### config.mk
export PLATFORM = sky130hd
export DESIGN_NAME = sysclk_mode_ctrl
export DESIGN_NICKNAME = d
export VERILOG_FILES = /design/src/rtl/scm_pkg.sv /design/src/rtl/scm_clkdiv.sv /design/src/rtl/scm_autosw.sv /design/src/rtl/scm_stoptmr.sv /design/src/rtl/sysclk_mode_ctrl.sv
export SDC_FILE = /design/constraint.sdc
export NUM_CORES = 1
export LEC_CHECK = 0
export BUFFER_PORTS_ARGS = -buffer_cell sky130_fd_sc_hd__buf_2
export CAP_MARGIN = 20
export CORE_MARGIN = 2
export CORE_UTILIZATION = 50
export DETAILED_ROUTE_END_ITERATION = 6
export GPL_TIMING_DRIVEN = 1
export PLACE_DENSITY = 0.74
export REMOVE_ABC_BUFFERS = 1
export SYNTH_ARGS = -nofsm -noshare
export SYNTH_HDL_FRONTEND = slang
export SYNTH_SLANG_ARGS = --single-unit
### constraint.sdc
create_clock -name clk -period 1.7 [get_ports clk]
set_input_delay 0.085 -clock clk [delete_from_list [all_inputs] [get_ports clk]]
set_output_delay 0.085 -clock clk [all_outputs]
set_load 0.05 [all_outputs]
### src/rtl/scm_pkg.sv
`timescale 1ns/1ps
package scm_pkg;
  typedef enum logic [1:0] {
    MODE_HIGH = 2'b00,
    MODE_MID  = 2'b01,
    MODE_LOW  = 2'b10,
    MODE_ALT  = 2'b11
  } speed_t;

  // terminal count of the rate divider for a mode
  function automatic int div_last(speed_t m, int fast_div, int mid_div);
    return (m == MODE_MID || m == MODE_ALT) ? mid_div - 1 : fast_div - 1;
  endfunction

  // machine cycles to wait before the automatic switch completes
  function automatic int wait_load(logic short_sel, int long_n, int short_n);
    return short_sel ? short_n : long_n;
  endfunction
endpackage

### src/rtl/scm_clkdiv.sv
`timescale 1ns/1ps
module scm_clkdiv
  import scm_pkg::*;
#(
  parameter int FAST_DIV = 2,
  parameter int MID_DIV  = 8,
  parameter int CS_DIV   = 16
) (
  input  logic   clk,
  input  logic   rst_n,
  input  speed_t mode,
  input  logic   src_tick,
  input  logic   div_clr,
  input  logic   cs_clr,
  output logic   phi_tick,
  output logic   cs_tick
);
  localparam int CW = $clog2(MID_DIV);
  localparam int SW = $clog2(CS_DIV);

  logic [CW-1:0] cnt;
  logic [CW-1:0] last;
  logic [SW-1:0] scnt;

  assign last     = CW'(div_last(mode, FAST_DIV, MID_DIV));
  assign phi_tick = src_tick && (cnt == last);
  assign cs_tick  = src_tick && (scnt == SW'(CS_DIV - 1));

  always_ff @(posedge clk or negedge rst_n) begin
    if (!rst_n)        cnt <= '0;
    else if (div_clr)  cnt <= '0;
    else if (src_tick) cnt <= phi_tick ? '0 : cnt + 1'b1;
  end

  always_ff @(posedge clk or negedge rst_n) begin
    if (!rst_n)        scnt <= '0;
    else if (cs_clr)   scnt <= '0;
    else if (src_tick) scnt <= cs_tick ? '0 : scnt + 1'b1;
  end

  // a restarted divider never emits a short first period
  a_r2_no_runt: assert property (@(posedge clk) disable iff (!rst_n)
    ($past(div_clr) && (mode == MODE_MID || mode == MODE_ALT)) |-> !phi_tick);
endmodule

### src/rtl/scm_autosw.sv
`timescale 1ns/1ps
module scm_autosw
  import scm_pkg::*;
#(
  parameter int WAIT_LONG  = 7,
  parameter int WAIT_SHORT = 5
) (
  input  logic clk,
  input  logic rst_n,
  input  logic trig,
  input  logic short_sel,
  input  logic phi_tick,
  output logic pending,
  output logic done
);
  localparam int WW = $clog2(WAIT_LONG + 1);

  logic [WW-1:0] cnt;

  assign done = pending && phi_tick && (cnt == WW'(1));

  always_ff @(posedge clk or negedge rst_n) begin
    if (!rst_n) begin
      pending <= 1'b0;
      cnt     <= '0;
    end else if (trig) begin
      pending <= 1'b1;
      cnt     <= WW'(wait_load(short_sel, WAIT_LONG, WAIT_SHORT));
    end else if (done) begin
      pending <= 1'b0;
      cnt     <= '0;
    end else if (pending && phi_tick) begin
      cnt     <= cnt - 1'b1;
    end
  end

  // the wait counter never runs dry while a switch is pending
  a_r6_count_live: assert property (@(posedge clk) disable iff (!rst_n)
    pending |-> (cnt != '0));
endmodule

### src/rtl/scm_stoptmr.sv
`timescale 1ns/1ps
module scm_stoptmr #(
  parameter int PSC_W    = 8,
  parameter int PSC_INIT = 255,
  parameter int T1_INIT  = 1
) (
  input  logic clk,
  input  logic rst_n,
  input  logic load,
  input  logic skip,
  input  logic active,
  input  logic cs_tick,
  output logic done
);
  logic [PSC_W-1:0] psc;
  logic [PSC_W-1:0] t1;

  assign done = active && cs_tick && (skip || (psc == '0 && t1 == PSC_W'(1)));

  always_ff @(posedge clk or negedge rst_n) begin
    if (!rst_n) begin
      psc <= '0;
      t1  <= '0;
    end else if (load) begin
      psc <= PSC_W'(PSC_INIT);
      t1  <= PSC_W'(T1_INIT);
    end else if (active && cs_tick && !done && !skip) begin
      if (psc == '0) begin
        psc <= PSC_W'(PSC_INIT);
        t1  <= t1 - 1'b1;
      end else begin
        psc <= psc - 1'b1;
      end
    end
  end

  // timer 1 is never exhausted while the preloaded countdown runs
  a_r9_no_wrap: assert property (@(posedge clk) disable iff (!rst_n)
    (active && !skip) |-> (t1 != '0));
endmodule

### src/rtl/sysclk_mode_ctrl.sv
`timescale 1ns/1ps
module sysclk_mode_ctrl
  import scm_pkg::*;
#(
  parameter int FAST_DIV   = 2,
  parameter int MID_DIV    = 8,
  parameter int CS_DIV     = 16,
  parameter int PSC_W      = 8,
  parameter int PSC_INIT   = 255,
  parameter int T1_INIT    = 1,
  parameter int WAIT_LONG  = 7,
  parameter int WAIT_SHORT = 5
) (
  input  logic       clk,
  input  logic       rst_n,
  input  logic       main_tick,
  input  logic       sub_tick,
  input  logic       stop_req,
  input  logic       wait_req,
  input  logic       wake_req,
  input  logic       wr_en,
  input  logic       wr_sel,
  input  logic [7:0] wr_data,
  input  logic       rd_sel,
  output logic [7:0] rd_data,
  output logic       cpu_ce,
  output logic       main_osc_en,
  output logic       clk_halted
);
  speed_t mode_q;
  logic   mstop_q, skip_q, en_q, wsel_q;
  logic   wait_q, stop_q, rec_q;

  // named internal events
  logic mode_wr, ctrl_wr, halted, src_tick, phi_tick, cs_tick;
  logic sw_trig, sw_pend, sw_done, div_clr;
  logic stop_go, wait_go, stop_release, rec_done;
  logic unused_wr_bit;

  assign mode_wr      = wr_en && !wr_sel;
  assign ctrl_wr      = wr_en && wr_sel;
  assign halted       = wait_q || stop_q || rec_q;
  assign src_tick     = !stop_q && ((mode_q == MODE_LOW) ? sub_tick : (main_tick && !mstop_q));
  assign sw_trig      = ctrl_wr && wr_data[3] && wr_data[1] && (mode_q == MODE_LOW) && !sw_pend;
  assign div_clr      = mode_wr || sw_done;
  assign stop_go      = !halted && stop_req && !wake_req;
  assign wait_go      = !halted && wait_req && !stop_req && !wake_req;
  assign stop_release = stop_q && wake_req;
  assign unused_wr_bit = wr_data[4];

  scm_clkdiv #(.FAST_DIV(FAST_DIV), .MID_DIV(MID_DIV), .CS_DIV(CS_DIV)) u_div (
    .clk(clk), .rst_n(rst_n), .mode(mode_q), .src_tick(src_tick),
    .div_clr(div_clr), .cs_clr(stop_go), .phi_tick(phi_tick), .cs_tick(cs_tick)
  );

  scm_autosw #(.WAIT_LONG(WAIT_LONG), .WAIT_SHORT(WAIT_SHORT)) u_sw (
    .clk(clk), .rst_n(rst_n), .trig(sw_trig), .short_sel(wr_data[2]),
    .phi_tick(phi_tick), .pending(sw_pend), .done(sw_done)
  );

  scm_stoptmr #(.PSC_W(PSC_W), .PSC_INIT(PSC_INIT), .T1_INIT(T1_INIT)) u_stab (
    .clk(clk), .rst_n(rst_n), .load(stop_release), .skip(skip_q),
    .active(rec_q), .cs_tick(cs_tick), .done(rec_done)
  );

  always_ff @(posedge clk or negedge rst_n) begin
    if (!rst_n) begin
      mode_q  <= MODE_MID;
      mstop_q <= 1'b0;
    end else begin
      if (sw_done) begin
        mode_q <= MODE_MID;
      end else if (mode_wr) begin
        mode_q  <= speed_t'(wr_data[7:6]);
        mstop_q <= wr_data[5];
      end
      if (sw_trig) mstop_q <= 1'b0;
    end
  end

  always_ff @(posedge clk or negedge rst_n) begin
    if (!rst_n) begin
      skip_q <= 1'b0;
      en_q   <= 1'b0;
      wsel_q <= 1'b0;
    end else if (ctrl_wr) begin
      skip_q <= wr_data[0];
      en_q   <= wr_data[1];
      wsel_q <= wr_data[2];
    end
  end

  always_ff @(posedge clk or negedge rst_n) begin
    if (!rst_n) begin
      wait_q <= 1'b0;
      stop_q <= 1'b0;
      rec_q  <= 1'b0;
    end else begin
      if (wake_req)     wait_q <= 1'b0;
      else if (wait_go) wait_q <= 1'b1;
      if (stop_release) stop_q <= 1'b0;
      else if (stop_go) stop_q <= 1'b1;
      if (stop_release)  rec_q <= 1'b1;
      else if (rec_done) rec_q <= 1'b0;
    end
  end

  assign rd_data     = rd_sel ? {4'b0000, sw_pend, wsel_q, en_q, skip_q}
                              : {mode_q, mstop_q, 5'b00000};
  assign cpu_ce      = phi_tick && !halted;
  assign main_osc_en = !mstop_q && !stop_q;
  assign clk_halted  = halted;

  // a completed switch leaves middle-speed mode and a cleared start flag
  a_r6_lands_mid: assert property (@(posedge clk) disable iff (!rst_n)
    sw_done |=> (mode_q == MODE_MID) && !sw_pend);

  // at most one halt cause is ever active
  a_r11_one_halt: assert property (@(posedge clk) disable iff (!rst_n)
    $onehot0({wait_q, stop_q, rec_q}));
endmodule

* After elaboration in Yosys (flattened, before gate mapping)
Cells that the tools add are included.
** Word-level totals
- Register bits after elaboration :: 36
- Latch bits :: 0
- Bits in writable memories :: 0
- Memory bits (read-only) :: 0
- Input port bits :: 18
- Memories kept :: 0
** Cells by class
- Add/subtract/negate cells :: 5
- Multipliers :: 0
- Div/mod/pow operators :: 0
- Magnitude comparators :: 0
- Equality and inequality tests :: 8
- Shift operators :: 0
- Mux-type cells :: 32
- Bitwise gates (word level) :: 0
- Reduce and logical (&&, ||, !) cells :: 53
** Operators by type and width (number)
- 8-bit two-way mux :: 7
- 1-bit logical AND :: 25
- 3-bit two-way mux :: 7
- 2-bit nonzero test :: 10
- 8-bit by 1-bit subtractor with 8-bit output (second input constant) :: 2
- 1-bit two-way mux :: 12
- 4-bit two-way mux :: 3
- 1-bit logical NOT :: 9
- 8-bit by 1-bit == test with 1-bit output (second input constant) :: 1
- 8-bit logical NOT :: 1
- 2-bit two-way mux :: 3
- 1-bit logical OR :: 5
- 4-bit by 1-bit adder with 4-bit output (second input constant) :: 1
- 2-bit == test (second input constant) :: 2
- 4-bit == test (second input constant) :: 1
- 2-bit AND reduction :: 2
- 3-bit by 1-bit adder with 3-bit output (second input constant) :: 1
- 3-bit by 1-bit == test with 1-bit output (second input constant) :: 1
- 3-bit == test :: 1
- 3-bit nonzero test :: 1
- 3-bit by 1-bit subtractor with 3-bit output (second input constant) :: 1
- 2-bit by 1-bit == test with 1-bit output (second input constant) :: 1
- 2-bit != test (second input constant) :: 1

* Longest topological paths before layout
Gate-level depths: netlist (run 1).
- Depth after elaboration :: 12
- Mapped depth :: 9

* Cells and area by module
A second synthesis (run 1) with hierarchy kept.
** Second synthesis, totals
- Cell total of the unflattened synthesis :: 219
- Area, all modules :: 2099.5 um^2
** By module, submodules not included
- scm_stoptmr :: times used 1, cells an instance 109, area an instance 992.2 um^2, seq. area each 400.4 um^2
- sysclk_mode_ctrl :: times used 1, cells an instance 50, area an instance 503.0 um^2, seq. area each 226.5 um^2
- scm_clkdiv :: times used 1, cells an instance 40, area an instance 390.4 um^2, seq. area each 175.2 um^2
- scm_autosw :: times used 1, cells an instance 20, area an instance 214.0 um^2, seq. area each 100.1 um^2

* Least setup slack after synthesis (run 1)
Ideal clock, no wire load.
- Path kind :: flip-flop to output port
- From :: register stop_q
- To :: output cpu_ce
- Arrival :: 2.309 ns
- Slack :: -0.694 ns
- Stages on the path, launching flop included :: 4
- Path buffers :: 1
- Cell sequence :: dfrtp_1 -> clkbuf_1 -> or3_1 -> nor3_1
** Between the ends
- Longest elaborated chain between the ends :: 4
** Ends and longest elaborated chain
- start: declaration :: line sysclk_mode_ctrl.sv:32 : logic wait_q, stop_q, rec_q;
- start signal: assignment :: line sysclk_mode_ctrl.sv:96 : stop_q <= 1'b0;
- start signal: assignment :: line sysclk_mode_ctrl.sv:101 : if (stop_release) stop_q <= 1'b0;
- start signal: assignment :: line sysclk_mode_ctrl.sv:102 : else if (stop_go) stop_q <= 1'b1;
- 1-bit logical OR (2 in series) :: line sysclk_mode_ctrl.sv:42 : assign halted = wait_q || stop_q || rec_q;
- net clk_halted :: line sysclk_mode_ctrl.sv:28 : output logic clk_halted
- 1-bit logical NOT :: line sysclk_mode_ctrl.sv:110 : assign cpu_ce = phi_tick && !halted;
- 1-bit logical AND :: line sysclk_mode_ctrl.sv:110
- end: declaration :: line sysclk_mode_ctrl.sv:26 : output logic cpu_ce,
The timed path passes the listed nets, and every way through them passes these cells.

* Final worst setup path (run 1)
- From :: register u_stab.t1[1]
- To :: register u_stab.psc[6]
** Between the ends
- Longest elaborated chain between the ends :: 8
** Ends and longest elaborated chain
- start: declaration :: line scm_stoptmr.sv:16 : logic [PSC_W-1:0] t1;
- start signal: assignment :: line scm_stoptmr.sv:26 : t1 <= PSC_W'(T1_INIT);
- start signal: assignment :: line scm_stoptmr.sv:30 : t1 <= t1 - 1'b1;
- 8-bit by 1-bit == test with 1-bit output :: line scm_stoptmr.sv:18 : assign done = active && cs_tick && (skip || (psc == '0 && t1 == PSC_W'(1)));
- 1-bit logical AND :: line scm_stoptmr.sv:18
- 1-bit logical OR :: line scm_stoptmr.sv:18
- 1-bit logical AND :: line scm_stoptmr.sv:18
- 1-bit logical NOT :: line scm_stoptmr.sv:27 : end else if (active && cs_tick && !done && !skip) begin
- 1-bit logical AND (2 in series) :: line scm_stoptmr.sv:27
- 2-bit nonzero test (no line)
- end signal: assignment :: line scm_stoptmr.sv:25 : psc <= PSC_W'(PSC_INIT);
- end signal: assignment :: line scm_stoptmr.sv:29 : psc <= PSC_W'(PSC_INIT);
- end signal: assignment :: line scm_stoptmr.sv:32 : psc <= psc - 1'b1;
- end: declaration :: line scm_stoptmr.sv:15 : logic [PSC_W-1:0] psc;
Every way passes these cells.
A chain may end at the register's enable or synchronous reset.

==> impl_summary.md, run 1 <==
Floorplanning
During I/O placement, the number of pins put on the boundary was 29. The height of the chip is 68.86 um. The initialized floorplan defines 23 standard-cell rows. The overall die area is 0.004741 mm^2. The die is 68.86 um wide. The region available for standard cell placement spans 0.004029 mm^2. Once the floorplan was initialized, standard cells occupied 52.20% of the core.

Drt
The total wire length after detailed routing is 6239 um. The detailed router placed 2,059 vias in this run. The routed wirelength normalized by instance count is 17.19 um.

The DRC violation count after routing is 0. For this block, the initial DRC count from the detailed router was 96. Before antenna repair, the detailed router went through 4 iterations. Once detail routing completed, the nets flagged for antenna violations numbered 0. The detail-routed via count per cell is 5.672.

Power and ir drop
Dividing total power by cell area gives a power density of 1053 mW/mm^2. VDD sags by at most 0.8885 mV. The internal power component is 2.052 mW. The net switching component of the power is 1.231 mW. The sequential share of power is 38.0%. The static leakage is 1.407 nW.

The total power draw is 3.284 mW. The switching share of total power is 37.50%. The share of total power dissipated in the clock network is 18.9%. Combinational logic is responsible for 43.0% of the overall power.

STA
Hold timing on the final database bottoms out at a slack of 0.02199 ns. The transition time at the pin with the least slew margin is 0.6580 ns. After layout, the worst path uses 115.9% of the clock period. The max-slew violation count is 0.

Across all setup checks in the final design, the least slack found is -0.2709 ns. Timing would allow up to 507.4 MHz. The setup skew after layout is 0.007589 ns.

The post-layout minimum cycle time is 1.971 ns. The worst pin sits at a relative slew slack of 55.80%. Setup repair after global routing could not meet its margin everywhere. The number of setup violations in the final report is 29. The final number of hold-violating endpoints came to 0.

Synthesis
After synthesis the netlist holds a flip-flop and latch count of 36. The cell area that synthesis handed to floorplanning was 0.002103 mm^2. The fraction of synthesis flops using an asynchronous set or reset pin is 100.0%. After synthesis, the cell types taking the most area are sky130_fd_sc_hd__dfrtp_1 42%, sky130_fd_sc_hd__ha_1 4.8%, sky130_fd_sc_hd__nand2_1 3.6%, sky130_fd_sc_hd__mux2i_1 3.3%, sky130_fd_sc_hd__a21oi_1 3.1%. The average size of a mapped cell is 9.560 um^2. The synthesized design devotes to its leading area cell type 41.64% of total area. The leading area contributor after synthesis is sky130_fd_sc_hd__dfrtp_1. The most frequently used cell type in the post-synthesis netlist is sky130_fd_sc_hd__dfrtp_1. The fraction of the mapped netlist area in compound gates is 12.79%.

The netlist uses 48 different library cells. The cell count after synthesis is 220. After synthesis, the most frequently instantiated cells are 35 x sky130_fd_sc_hd__dfrtp_1, 20 x sky130_fd_sc_hd__nand2_1, 17 x sky130_fd_sc_hd__nor2_1, 13 x sky130_fd_sc_hd__a21oi_1, 12 x sky130_fd_sc_hd__inv_1.

The share of the Yosys chip area taken by registers is 42.89%. During synthesis, Yosys emitted a total of 0 warnings. The number of synthesized flops with an enable pin is 0. Of the total synthesized cell area, the portion taken by full adders, half adders and majority gates is 4.759%. The post-synthesis xor/xnor area fraction is 1.666%. The largest family of logic cells by synthesized area is simple AND/OR/NAND/NOR gates. After synthesis, the share of cell area in mux cells is 6.127%. The synthesized netlist devotes 27.25% of its cell area to simple gates.

The most used flip-flop cell after synthesis is sky130_fd_sc_hd__dfrtp_1.

Critical path
The critical path goes through inv_2, ha_2, nor3b_1, and4_4, nor4_4, buf_4, a2111oi_4, nor2b_2. The cell type of the slowest stage on the worst timing path is sky130_fd_sc_hd__dfrtp_1. Data on the critical path is required at its endpoint by 1.88 ns. On the worst path, the slowest cell contributes a delay of 0.39 ns. The setup path with the least slack is of type flip-flop to flip-flop.

The worst setup path is captured at a flip-flop. The arrival time of data at the critical path endpoint is 2.15 ns. Of all nets on the critical path, the largest fanout is 5.

STA classifies the critical path startpoint as a flip-flop.

CTS
After clock tree synthesis, the clock-pin slew on the worst setup and hold paths is 0.08 ns. The number of buffers on the longest clock path is 2. The H-tree was split into 2 levels.

TritonCTS built the clock tree. The total clock sinks is 36. The number of clock buffers added by TritonCTS is 5. Clock tree synthesis selected as its root buffer the cell sky130_fd_sc_hd__clkbuf_8. The clock network latency to the later pin of the worst-skew pair is 0.30 ns.

Final layout
The share of post-route cells with drive strength above 1 is 47.60%. Once layout is complete, the utilization of the core stands at 77.39%. From synthesis to final layout, the design area changed by 48.25%.

Across the whole layout, storage elements account for 902.1 um^2. After the last flow step, the layout net total stands at 338. Once layout is done, the placed cells without fillers occupy 0.003118 mm^2. The post-layout instance count excluding filler cells is 363. The antenna cell count is 0.

Fill cells in the final layout number 263. Summing all multi-input logic gate instances after layout gives 0.001333 mm^2.

Place
Summing all placed instances gives a cell area of 0.002643 mm^2. The congestion estimate from routability-driven global placement came to 0.8266. The estimated wirelength of the detail-placed design is 3696 um. The number of input and output port buffers inserted is 26. The placed instance count is 337.

Outcome
The final reports fail on setup timing. The flow ran to the end, but the final reports show violations.

Flow run
The number of maximum-capacitance violations is 0.

GRT
The number of global-route vias before repair is 2,001. The wire length of the first global-routing pass is 9094 um. The number of antenna violations at the first check in global routing was 0. In the global route stage, overall resource usage came out at 26.56%. Summed over all layers, the global routing overflow is 0. Entering global routing, the biggest net connects 37 pins.

Hold path
The worst hold path belongs to the class input pin to flip-flop.
==> worst paths after layout <==
check	startpoint	end	slack (ns)	cells after the start
worst max register to register	u_stab.t1[1]	u_stab.psc[6]	-0.27	8
worst max-delay path	u_stab.t1[1]	u_stab.psc[6]	-0.27	8
max in group asynchronous	rst_n	mode_q[0]	1.17	3
worst min-delay path	wr_data[5]	mstop_q	0.02	3
worst min register to register	en_q	en_q	0.51	1
min in group asynchronous	rst_n	u_stab.t1[2]	0.27	3
==> power by group through the flow <==
| stage | combinational, mW | clock, mW | sequential, mW |
|---|---|---|---|
| floorplan | 0.605 | 0 | 1.21 |
| global placement | 1.07 | 0 | 1.21 |
| detailed placement | 1.11 | 0 | 1.22 |
| CTS | 1.26 | 0.617 | 1.22 |
| global route | 1.53 | 0.659 | 1.26 |
| finish | 1.41 | 0.622 | 1.25 |
==> metrics by stage <==
| stage | TNS [ns] | setup WS, ns |
|---|---|---|
| floorplan | -10.41 | -0.7419 |
| global placement | -3.441 | -0.2448 |
| detailed placement | -4.504 | -0.2604 |
| CTS | -3.361 | -0.1827 |
| global route | -6.969 | -0.3196 |
| finish | -5.680 | -0.2709 |
==> registers in the layout, summed over array words and instances (netlist names) <==
signal	flops
u_sw.cnt	3
u_div.scnt	4
u_div.cnt	3
rec_q	1
en_q	1
u_stab.t1	8
stop_q	1
wait_q	1
u_stab.psc	8
u_sw.pending	1
mode_q	2
mstop_q	1
skip_q	1
wsel_q	1
==> what timing repair did <==
action,CTS,global route
hold buffers,3,0
endpoints found under the setup margin,29,31
resized for setup,37,21
pin swaps,11,10
buffers inserted,8,8
hold endpoints to repair,38,0
==> final cells by class <==
cell class | count | share of cell area [%]
multi-input combinational | 164 | 42.74
sequential | 36 | 28.93
timing repair buffer | 93 | 22.15
clock buffer | 6 | 2.327
tap | 50 | 2.006
inverter | 12 | 1.445
clock inverter | 2 | 0.4013
==> routing by layer <==
| layer | GRT usage [%] | up-vias | wire (um) |
|---|---|---|---|
| li1 | - | 976 | - |
| met1 | 31.75 | 1008 | 2497 |
| met2 | 45.55 | 56 | 3352 |
| met3 | 6.818 | 19 | 250 |
| met4 | 10.54 | 0 | 139 |
| met5 | 0 | - | 0 |
==> critical path: cells and delay by family, from the launching register on <==
| kind | cells | cell delay [ns] |
|---|---|---|
| buffers and inverters | 2 | 0.25 |
| DFF | 1 | 0.39 |
| AOI/OAI and AO/OA | 1 | 0.34 |
| and+or+nand+nor | 4 | 0.71 |
| adders and majority gates | 1 | 0.15 |
==> kinds of logic after synthesis <==
family,count (synthesis)
and+or+nand+nor,100
adders and majority gates,8
AOI/OAI and AO/OA,39
xor gates and xnor gates,4
buffers and inverters,20
other,1
DFF,36
muxes,12
==> layout by cell type, fill, tap and decap left out, types with 6 or more instances in the layout <==
cell,synthesis,final
sky130_fd_sc_hd__a21oi_2,0,9
sky130_fd_sc_hd__and2_1,7,7
sky130_fd_sc_hd__buf_2,1,25
sky130_fd_sc_hd__buf_4,2,57
sky130_fd_sc_hd__buf_6,1,6
sky130_fd_sc_hd__dfrtp_1,35,35
sky130_fd_sc_hd__ha_1,8,6
sky130_fd_sc_hd__inv_1,12,9
sky130_fd_sc_hd__mux2i_1,7,7
sky130_fd_sc_hd__nand2_1,20,18
sky130_fd_sc_hd__nand4_1,6,6
sky130_fd_sc_hd__nor2_1,17,15
sky130_fd_sc_hd__nor2b_1,9,8
sky130_fd_sc_hd__nor3_1,11,9
(Power assumes the default switching activity.)
==> run 2, diff against run 1 <==
--- a/config.mk
+++ b/config.mk
@@ -5,14 +5,13 @@
 export SDC_FILE = /design/constraint.sdc
 export NUM_CORES = 1
 export LEC_CHECK = 0
-export BUFFER_PORTS_ARGS = -buffer_cell sky130_fd_sc_hd__buf_2
 export CAP_MARGIN = 20
 export CORE_MARGIN = 2
 export CORE_UTILIZATION = 50
 export DETAILED_ROUTE_END_ITERATION = 6
+export DONT_BUFFER_PORTS = 1
 export GPL_TIMING_DRIVEN = 1
-export PLACE_DENSITY = 0.74
-export REMOVE_ABC_BUFFERS = 1
+export PLACE_DENSITY = 0.68
 export SYNTH_ARGS = -nofsm -noshare
 export SYNTH_HDL_FRONTEND = slang
 export SYNTH_SLANG_ARGS = --single-unit
==> run 2 against run 1 <==
  * The run still ends with setup timing left
  * Sequential cell count is the same
  * Wire length grew 5.4%
  * Final area grew 3.5%
  * First-iteration DRC count shrank 31%
  * Utilization grew 2.7 points
  * Hold slack gained 0.053 ns
  * Clock power grew 5.5%
  * Sequential power is essentially flat
  * Largest power group unchanged
  * Highest routed layer unchanged
  * Maximum frequency grew 1.7%
==> impl_summary.md, run 2 (synthesis gave the netlist of run 1 again) <==
CTS
The CTS buffer count came to 5 (unchanged). The TritonCTS clock tree is yes (unchanged). The clock network latency to the later pin of the worst-skew pair is 0.30 ns (about the same). The number of buffers on the longest clock path is 2 (unchanged). The count of H-tree levels built during CTS is 2 (unchanged). The clock edge transition at the registers on the reported setup and hold paths is 0.08 ns (about the same). The total clock sinks came to 36 (unchanged).

The buffer type at the clock tree root is sky130_fd_sc_hd__clkbuf_8 (unchanged).

Synthesis
The number of nets in the synthesized netlist is 246.

Critical path
The largest fanout on the critical path came to 5 (unchanged). The longest individual stage delay on the worst path was 0.60 ns (was 0.39 ns). The number of cells on the worst reg-to-reg path is 6 (was 8). The count of cell instances traversed by the critical path was 6 (was 8).

The critical path data required time is 1.94 ns (was 1.88 ns). Critical path, cell by cell: buf_4, nor3_2, o21ai_1, or4b_4, nor4b_2, a211o_1 (was inv_2, ha_2, nor3b_1, and4_4, nor4_4, buf_4, a2111oi_4, nor2b_2). The category of the most critical setup path is flip-flop to flip-flop (unchanged). The cell family with the largest share of critical-path delay is simple AND/OR/NAND/NOR gates (unchanged). The kind of end point of the critical path is a flip-flop (unchanged). The arrival time of data at the critical path endpoint is 2.18 ns (was 2.15 ns). The cell type of the slowest stage on the worst timing path is sky130_fd_sc_hd__or4b_4 (was sky130_fd_sc_hd__dfrtp_1). The buffer and inverter count on the worst path was 1 (was 2). The nature of the critical path startpoint is a flip-flop (unchanged).

Final layout
The commonest non-fill, non-tap cell in the layout is sky130_fd_sc_hd__buf_4 (unchanged). Leading cell types in the layout, fill and taps excluded: 53 x sky130_fd_sc_hd__buf_4, 35 x sky130_fd_sc_hd__dfrtp_1, 17 x sky130_fd_sc_hd__nand2_1 (was 57 x sky130_fd_sc_hd__buf_4, 35 x sky130_fd_sc_hd__dfrtp_1, 25 x sky130_fd_sc_hd__buf_2). The share of post-route cells with drive strength above 1 is 46.44% (was 47.60%). The layout overhead on the synthesized area was 53.42% (was 48.25%). The final layout net count is 320 (was 338).

Registers with the most flip-flops: u_stab.psc x8, u_stab.t1 x8, u_div.scnt x4 (unchanged). The antenna cell count came to 0 (unchanged). The utilization after layout was 80.09% (was 77.39%).

Drt
The via count of the routed design was 2,093 (was 2,059). The number of nets still failing antenna checks after routing is 0 (unchanged). The total wire length after detailed routing came to 6575 um (was 6239 um). The detail-routed via count per cell is 6.067 (was 5.672). The first-iteration detailed-routing DRC count came to 66 (was 96). The length of the first detailed-routing pass in iterations is 4 (unchanged). The DRC violation count after routing was 0 (unchanged).

The routed wirelength normalized by instance count is 19.06 um (was 17.19 um).

GRT
The pin count of the biggest net entering global routing came to 37 (unchanged). The wire length of the first global-routing pass is 9556 um (was 9094 um). The number of antenna violations at the first check in global routing was 0 (unchanged). The total routing resource utilization after global routing came to 27.98% (was 26.56%). The total congestion overflow after global routing is 0 (unchanged). The number of global-route vias before repair is 2,106 (was 2,001).

STA
The worst-case headroom to the max-slew limit is 55.47% (was 55.80%). The least setup slack across all paths after layout is -0.2384 ns (was -0.2709 ns). The final worst-path cycle share is 114.0% (was 115.9%). The final-layout setup total negative slack came to -4.248 ns (was -5.680 ns). The number of setup violations in the final report is 27 (was 29).

The max-slew violation count came to 0 (unchanged). The final number of hold-violating endpoints is 0 (unchanged). The worst hold slack is 0.07483 ns (was 0.02199 ns). Setup repair after global routing missed its margin: true (unchanged). The upper clock frequency limit is 515.9 MHz (was 507.4 MHz).

The setup skew after layout came to 0.01142 ns (was 0.007589 ns). The post-layout minimum cycle time is 1.938 ns (was 1.971 ns). The transition time at the pin with the least slew margin came to 0.6666 ns (was 0.6580 ns).

Floorplanning
The die boundary width came to 68.86 um (unchanged). The initial standard-cell utilization of the core is 52.20% (unchanged). The overall die area is 0.004741 mm^2 (unchanged). The core area is 0.004029 mm^2 (unchanged).

The height of the chip is 68.86 um (unchanged). The number of placement rows came to 23 (unchanged). The top-level I/O count came to 29 (unchanged).

Hold path
The worst hold-check path type is input pin to flip-flop (unchanged). The count of cells along the worst hold path is 2 (was 3).

Outcome
Violated checks: setup timing (unchanged). Status: finished, violations left (unchanged).

Place
The worst slack after detailed placement is -0.2680 ns (was -0.2604 ns). The number of input and output port buffers inserted is 0 (was 26). The final weighted congestion in routability-driven placement is 0.8677 (was 0.8266). The estimated wirelength of the detail-placed design came to 3873 um (was 3696 um).

Power and ir drop
The static leakage is 1.375 nW (was 1.407 nW). The total power per unit cell area is 1049 mW/mm^2 (was 1053 mW/mm^2). The largest vdd supply drop is 0.8954 mV (was 0.8885 mV). The total power draw was 3.384 mW (was 3.284 mW).

Flow run
The number of maximum-capacitance violations is 0 (unchanged).
==> run 2: what timing repair did <==
item                                    4_1_cts  5_1_grt
buffers inserted                              7        9
endpoints found under the hold margin        48        0
gates cloned                                  0        1
pin swaps                                    14       26
hold buffers                                 10        0
endpoints found under the setup margin       28       31
gates resized for setup                      30       39
==> run 2: path summary, 6_finish.rpt <==
kind                                start            to  slack (ns)
worst max-delay path            mode_q[0]   u_sw.cnt[2]       -0.24
max in group asynchronous           rst_n     mode_q[0]        1.21
min in group asynchronous           rst_n  u_stab.t1[7]        0.24
worst max register to register  mode_q[0]   u_sw.cnt[2]       -0.24
worst min-delay path               wr_sel  u_div.cnt[2]        0.07
worst min register to register       en_q          en_q        0.53
==> run 2: final cells by class <==
type,count,area (um^2)
fillers,226,802.0
flip-flops and latches,36,902.1
inverters,12,45.04
multi-input cells,164,1440
clock inverters,1,7.507
clock buffers,7,86.33
repair buffers,75,683.2
well taps,50,62.56
==> run 2: power breakdown <==
group | switching (mW) | total (mW) | internal [mW]
combinational | 0.737 | 1.49 | 0.755
clock | 0.326 | 0.656 | 0.330
sequential | 0.187 | 1.24 | 1.05
total | 1.25 | 3.38 | 2.13
==> run 2: routing by layer <==
metal / global-route usage (%) / share of wire, % / vias to the layer above
li1: - / - / 938
met1: 29.71 / 38 / 1070
met2: 52.76 / 55 / 68
met3: 5.357 / 4.4 / 17
met4: 12.99 / 2.6 / 0
met5: 0 / 0 / -
==> run 2: per-stage QoR <==
step           instances  instance area, um^2
2_1_floorplan        220                 2133
3_3_place_gp         312                 2550
3_5_place_dp         312                 2550
4_1_cts              337                 2934
5_1_grt              345                 3227
6_report             345                 3227
==> run 3, diff against run 2 <==
--- a/config.mk
+++ b/config.mk
@@ -8,10 +8,12 @@
 export CAP_MARGIN = 20
 export CORE_MARGIN = 2
 export CORE_UTILIZATION = 50
+export CTS_BUF_LIST = sky130_fd_sc_hd__clkbuf_16
 export DETAILED_ROUTE_END_ITERATION = 6
 export DONT_BUFFER_PORTS = 1
 export GPL_TIMING_DRIVEN = 1
 export PLACE_DENSITY = 0.68
+export SETUP_SLACK_MARGIN = 0.05
 export SYNTH_ARGS = -nofsm -noshare
 export SYNTH_HDL_FRONTEND = slang
 export SYNTH_SLANG_ARGS = --single-unit
==> run 3 against run 2 <==
  * The flow still finishes with violations (setup timing)
  * Utilization shrank 2.6 points
  * Maximum frequency shrank 0.75%
  * Setup slack lost 0.015 ns
  * Global-route usage shrank 1.6 points
  * Total power grew 0.63%
  * Combinational power shrank 13%
  * Clock skew shrank 0.0065 ns
  * First-iteration DRC count grew 110%
  * Critical path type unchanged
  * Largest cell class unchanged
==> impl_summary.md, run 3 (synthesis gave the netlist of run 1 again) <==
Critical path
The arrival time of data at the critical path endpoint is 2.14 ns (was 2.18 ns). Critical path, cell by cell: or2b_4, mux2i_4, or4b_4, o21ai_2, mux2i_1 (was buf_4, nor3_2, o21ai_1, or4b_4, nor4b_2, a211o_1). The longest individual stage delay on the worst path is 0.60 ns (about the same). The reg2reg setup slack is -0.25 ns (was -0.24 ns).

The largest fanout on the critical path is 7 (was 5). The category of the most critical setup path is flip-flop to flip-flop (unchanged). The critical path data required time is 1.89 ns (was 1.94 ns). The cell type of the slowest stage on the worst timing path is sky130_fd_sc_hd__or4b_4 (unchanged). The kind of end point of the critical path is a flip-flop (unchanged).

The nature of the critical path startpoint is a flip-flop (unchanged).

CTS
The count of H-tree levels built during CTS is 2 (unchanged). The total clock sinks was 36 (unchanged). The TritonCTS clock tree was yes (unchanged). The clock edge transition at the registers on the reported setup and hold paths was 0.05 ns (was 0.08 ns). The buffer type at the clock tree root is sky130_fd_sc_hd__clkbuf_16 (was sky130_fd_sc_hd__clkbuf_8).

The number of buffers on the longest clock path was 2 (unchanged). The clock network latency to the later pin of the worst-skew pair is 0.28 ns (was 0.30 ns). The CTS buffer count came to 5 (unchanged).

Power and ir drop
The largest vdd supply drop is 0.8413 mV (was 0.8954 mV). The total power per unit cell area is 1091 mW/mm^2 (was 1049 mW/mm^2). The static leakage is 1.357 nW (was 1.375 nW). The total power draw is 3.405 mW (was 3.384 mW).

Final layout
The antenna cell count is 0 (unchanged). The final layout net count is 315 (was 320). The layout overhead on the synthesized area is 48.42% (was 53.42%). The utilization after layout is 77.48% (was 80.09%). Registers with the most flip-flops: u_stab.psc x8, u_stab.t1 x8, u_div.scnt x4 (unchanged). The summed area of non-filler cells in the final layout is 0.003122 mm^2 (was 0.003227 mm^2). Leading cell types in the layout, fill and taps excluded: 52 x sky130_fd_sc_hd__buf_4, 35 x sky130_fd_sc_hd__dfrtp_1, 18 x sky130_fd_sc_hd__nand2_1 (was 53 x sky130_fd_sc_hd__buf_4, 35 x sky130_fd_sc_hd__dfrtp_1, 17 x sky130_fd_sc_hd__nand2_1). The commonest non-fill, non-tap cell in the layout is sky130_fd_sc_hd__buf_4 (unchanged). The share of post-route cells with drive strength above 1 is 42.07% (was 46.44%).

Place
The post-placement cell area is 0.002542 mm^2 (was 0.002550 mm^2). The estimated wirelength of the detail-placed design is 3787 um (was 3873 um). The number of input and output port buffers inserted is 0 (unchanged).

The final weighted congestion in routability-driven placement came to 0.8548 (was 0.8677).

STA
The least setup slack across all paths after layout is -0.2531 ns (was -0.2384 ns). The worst-case headroom to the max-slew limit is 58.03% (was 55.47%). The transition time at the pin with the least slew margin was 0.6247 ns (was 0.6666 ns). The max-slew violation count is 0 (unchanged). Setup repair after global routing missed its margin: true (unchanged). The upper clock frequency limit is 512.0 MHz (was 515.9 MHz).

The final worst-path cycle share is 114.9% (was 114.0%). The final number of hold-violating endpoints came to 0 (unchanged). The setup skew after layout is 0.004956 ns (was 0.01142 ns).

The number of setup violations in the final report is 28 (was 27). The post-layout minimum cycle time is 1.953 ns (was 1.938 ns). The worst hold slack is 0.007750 ns (was 0.07483 ns).

Floorplanning
The top-level I/O count is 29 (unchanged). The overall die area is 0.004741 mm^2 (unchanged). The die boundary width is 68.86 um (unchanged). The number of placement rows was 23 (unchanged). The core area is 0.004029 mm^2 (unchanged). The height of the chip is 68.86 um (unchanged). The initial standard-cell utilization of the core is 52.20% (unchanged).

Hold path
The worst hold-check path type is input pin to flip-flop (unchanged).

GRT
The total routing resource utilization after global routing is 26.41% (was 27.98%). The number of antenna violations at the first check in global routing is 0 (unchanged). The total congestion overflow after global routing is 0 (unchanged). The pin count of the biggest net entering global routing is 37 (unchanged). The wire length of the first global-routing pass came to 9232 um (was 9556 um).

The number of global-route vias before repair is 2,025 (was 2,106).

Drt
The total wire length after detailed routing is 5907 um (was 6575 um). The number of nets still failing antenna checks after routing was 0 (unchanged). The via count of the routed design is 1,975 (was 2,093).

The DRC violation count after routing is 0 (unchanged). The routed wirelength normalized by instance count is 17.37 um (was 19.06 um). The length of the first detailed-routing pass in iterations is 6 (was 4). The first-iteration detailed-routing DRC count is 136 (was 66). The detail-routed via count per cell is 5.809 (was 6.067).

Outcome
Violated checks: setup timing (unchanged). Status: finished, violations left (unchanged).

Flow run
The number of maximum-capacitance violations was 0 (unchanged).

Synthesis
The number of nets in the synthesized netlist was 246 (unchanged).
==> run 3: cell count changes in the layout (fill, tap and decap cells not counted), sizes merged <==
cell,delta
buf,-4
clkbuf,-2
clkinv,+1
clkinvlp,-1
dlygate4sd3,-1
inv,+2
==> run 3: cell type report <==
cell class                      instances  area (um^2)
Fill cell                             254        907.1
Clock buffer                            5        125.1
Clock inverter                          3        11.26
Tap cell                               50        62.56
Inverter                               12        45.04
Multi-Input combinational cell        164         1353
Timing Repair Buffer                   70        623.1
Sequential cell                        36        902.1
==> run 3: metal layers <==
metal	part of all wire [%]	GRT usage, %	vias to the layer above
met5	0	0	-
met4	1.7	8.088	0
met3	3.3	6.656	11
met2	54	48.08	46
met1	41	30.25	987
li1	-	-	931
==> run 3: critical path, delay by kind of cell, from the launching register on <==
family,cells,cell delay [ns]
flip-flops,1,0.38
multiplexers,2,0.44
AO/OA/AOI/OAI,1,0.19
AND/OR/NAND/NOR,2,0.87
==> run 3: path summary, 6_finish.rpt <==
kind	startpoint	end	depth (start not counted)
min	stop_req	wait_q	3
max in group asynchronous	rst_n	mode_q[0]	2
min reg2reg	en_q	en_q	1
max	mode_q[0]	mstop_q	5
min in group asynchronous	rst_n	u_stab.t1[0]	2
max reg2reg	mode_q[0]	mstop_q	5
==> run 3: what timing repair did <==
item                                    4_1_cts  5_1_grt
cloned                                        0        1
hold endpoints to repair                     47        0
setup buffers                                 3        8
endpoints found under the setup margin       30       31
hold buffers                                  9        0
gates resized for setup                      27       26
pin swaps                                     7       16
==> run 3: report_power, final <==
group | internal [mW] | switching, mW
registers | 1.05 | 0.182
logic | 0.653 | 0.644
clock network | 0.527 | 0.347
==> run 3: through the flow <==
| step | instances | TNS [ns] | setup WS [ns] |
|---|---|---|---|
| after floorplan | 220 | -2.033 | -0.1544 |
| after global placement | 311 | -3.331 | -0.1965 |
| after detailed placement | 311 | -4.500 | -0.2827 |
| after CTS | 331 | -3.748 | -0.1991 |
| after global routing | 340 | -6.417 | -0.2934 |
| final | 340 | -4.274 | -0.2531 |
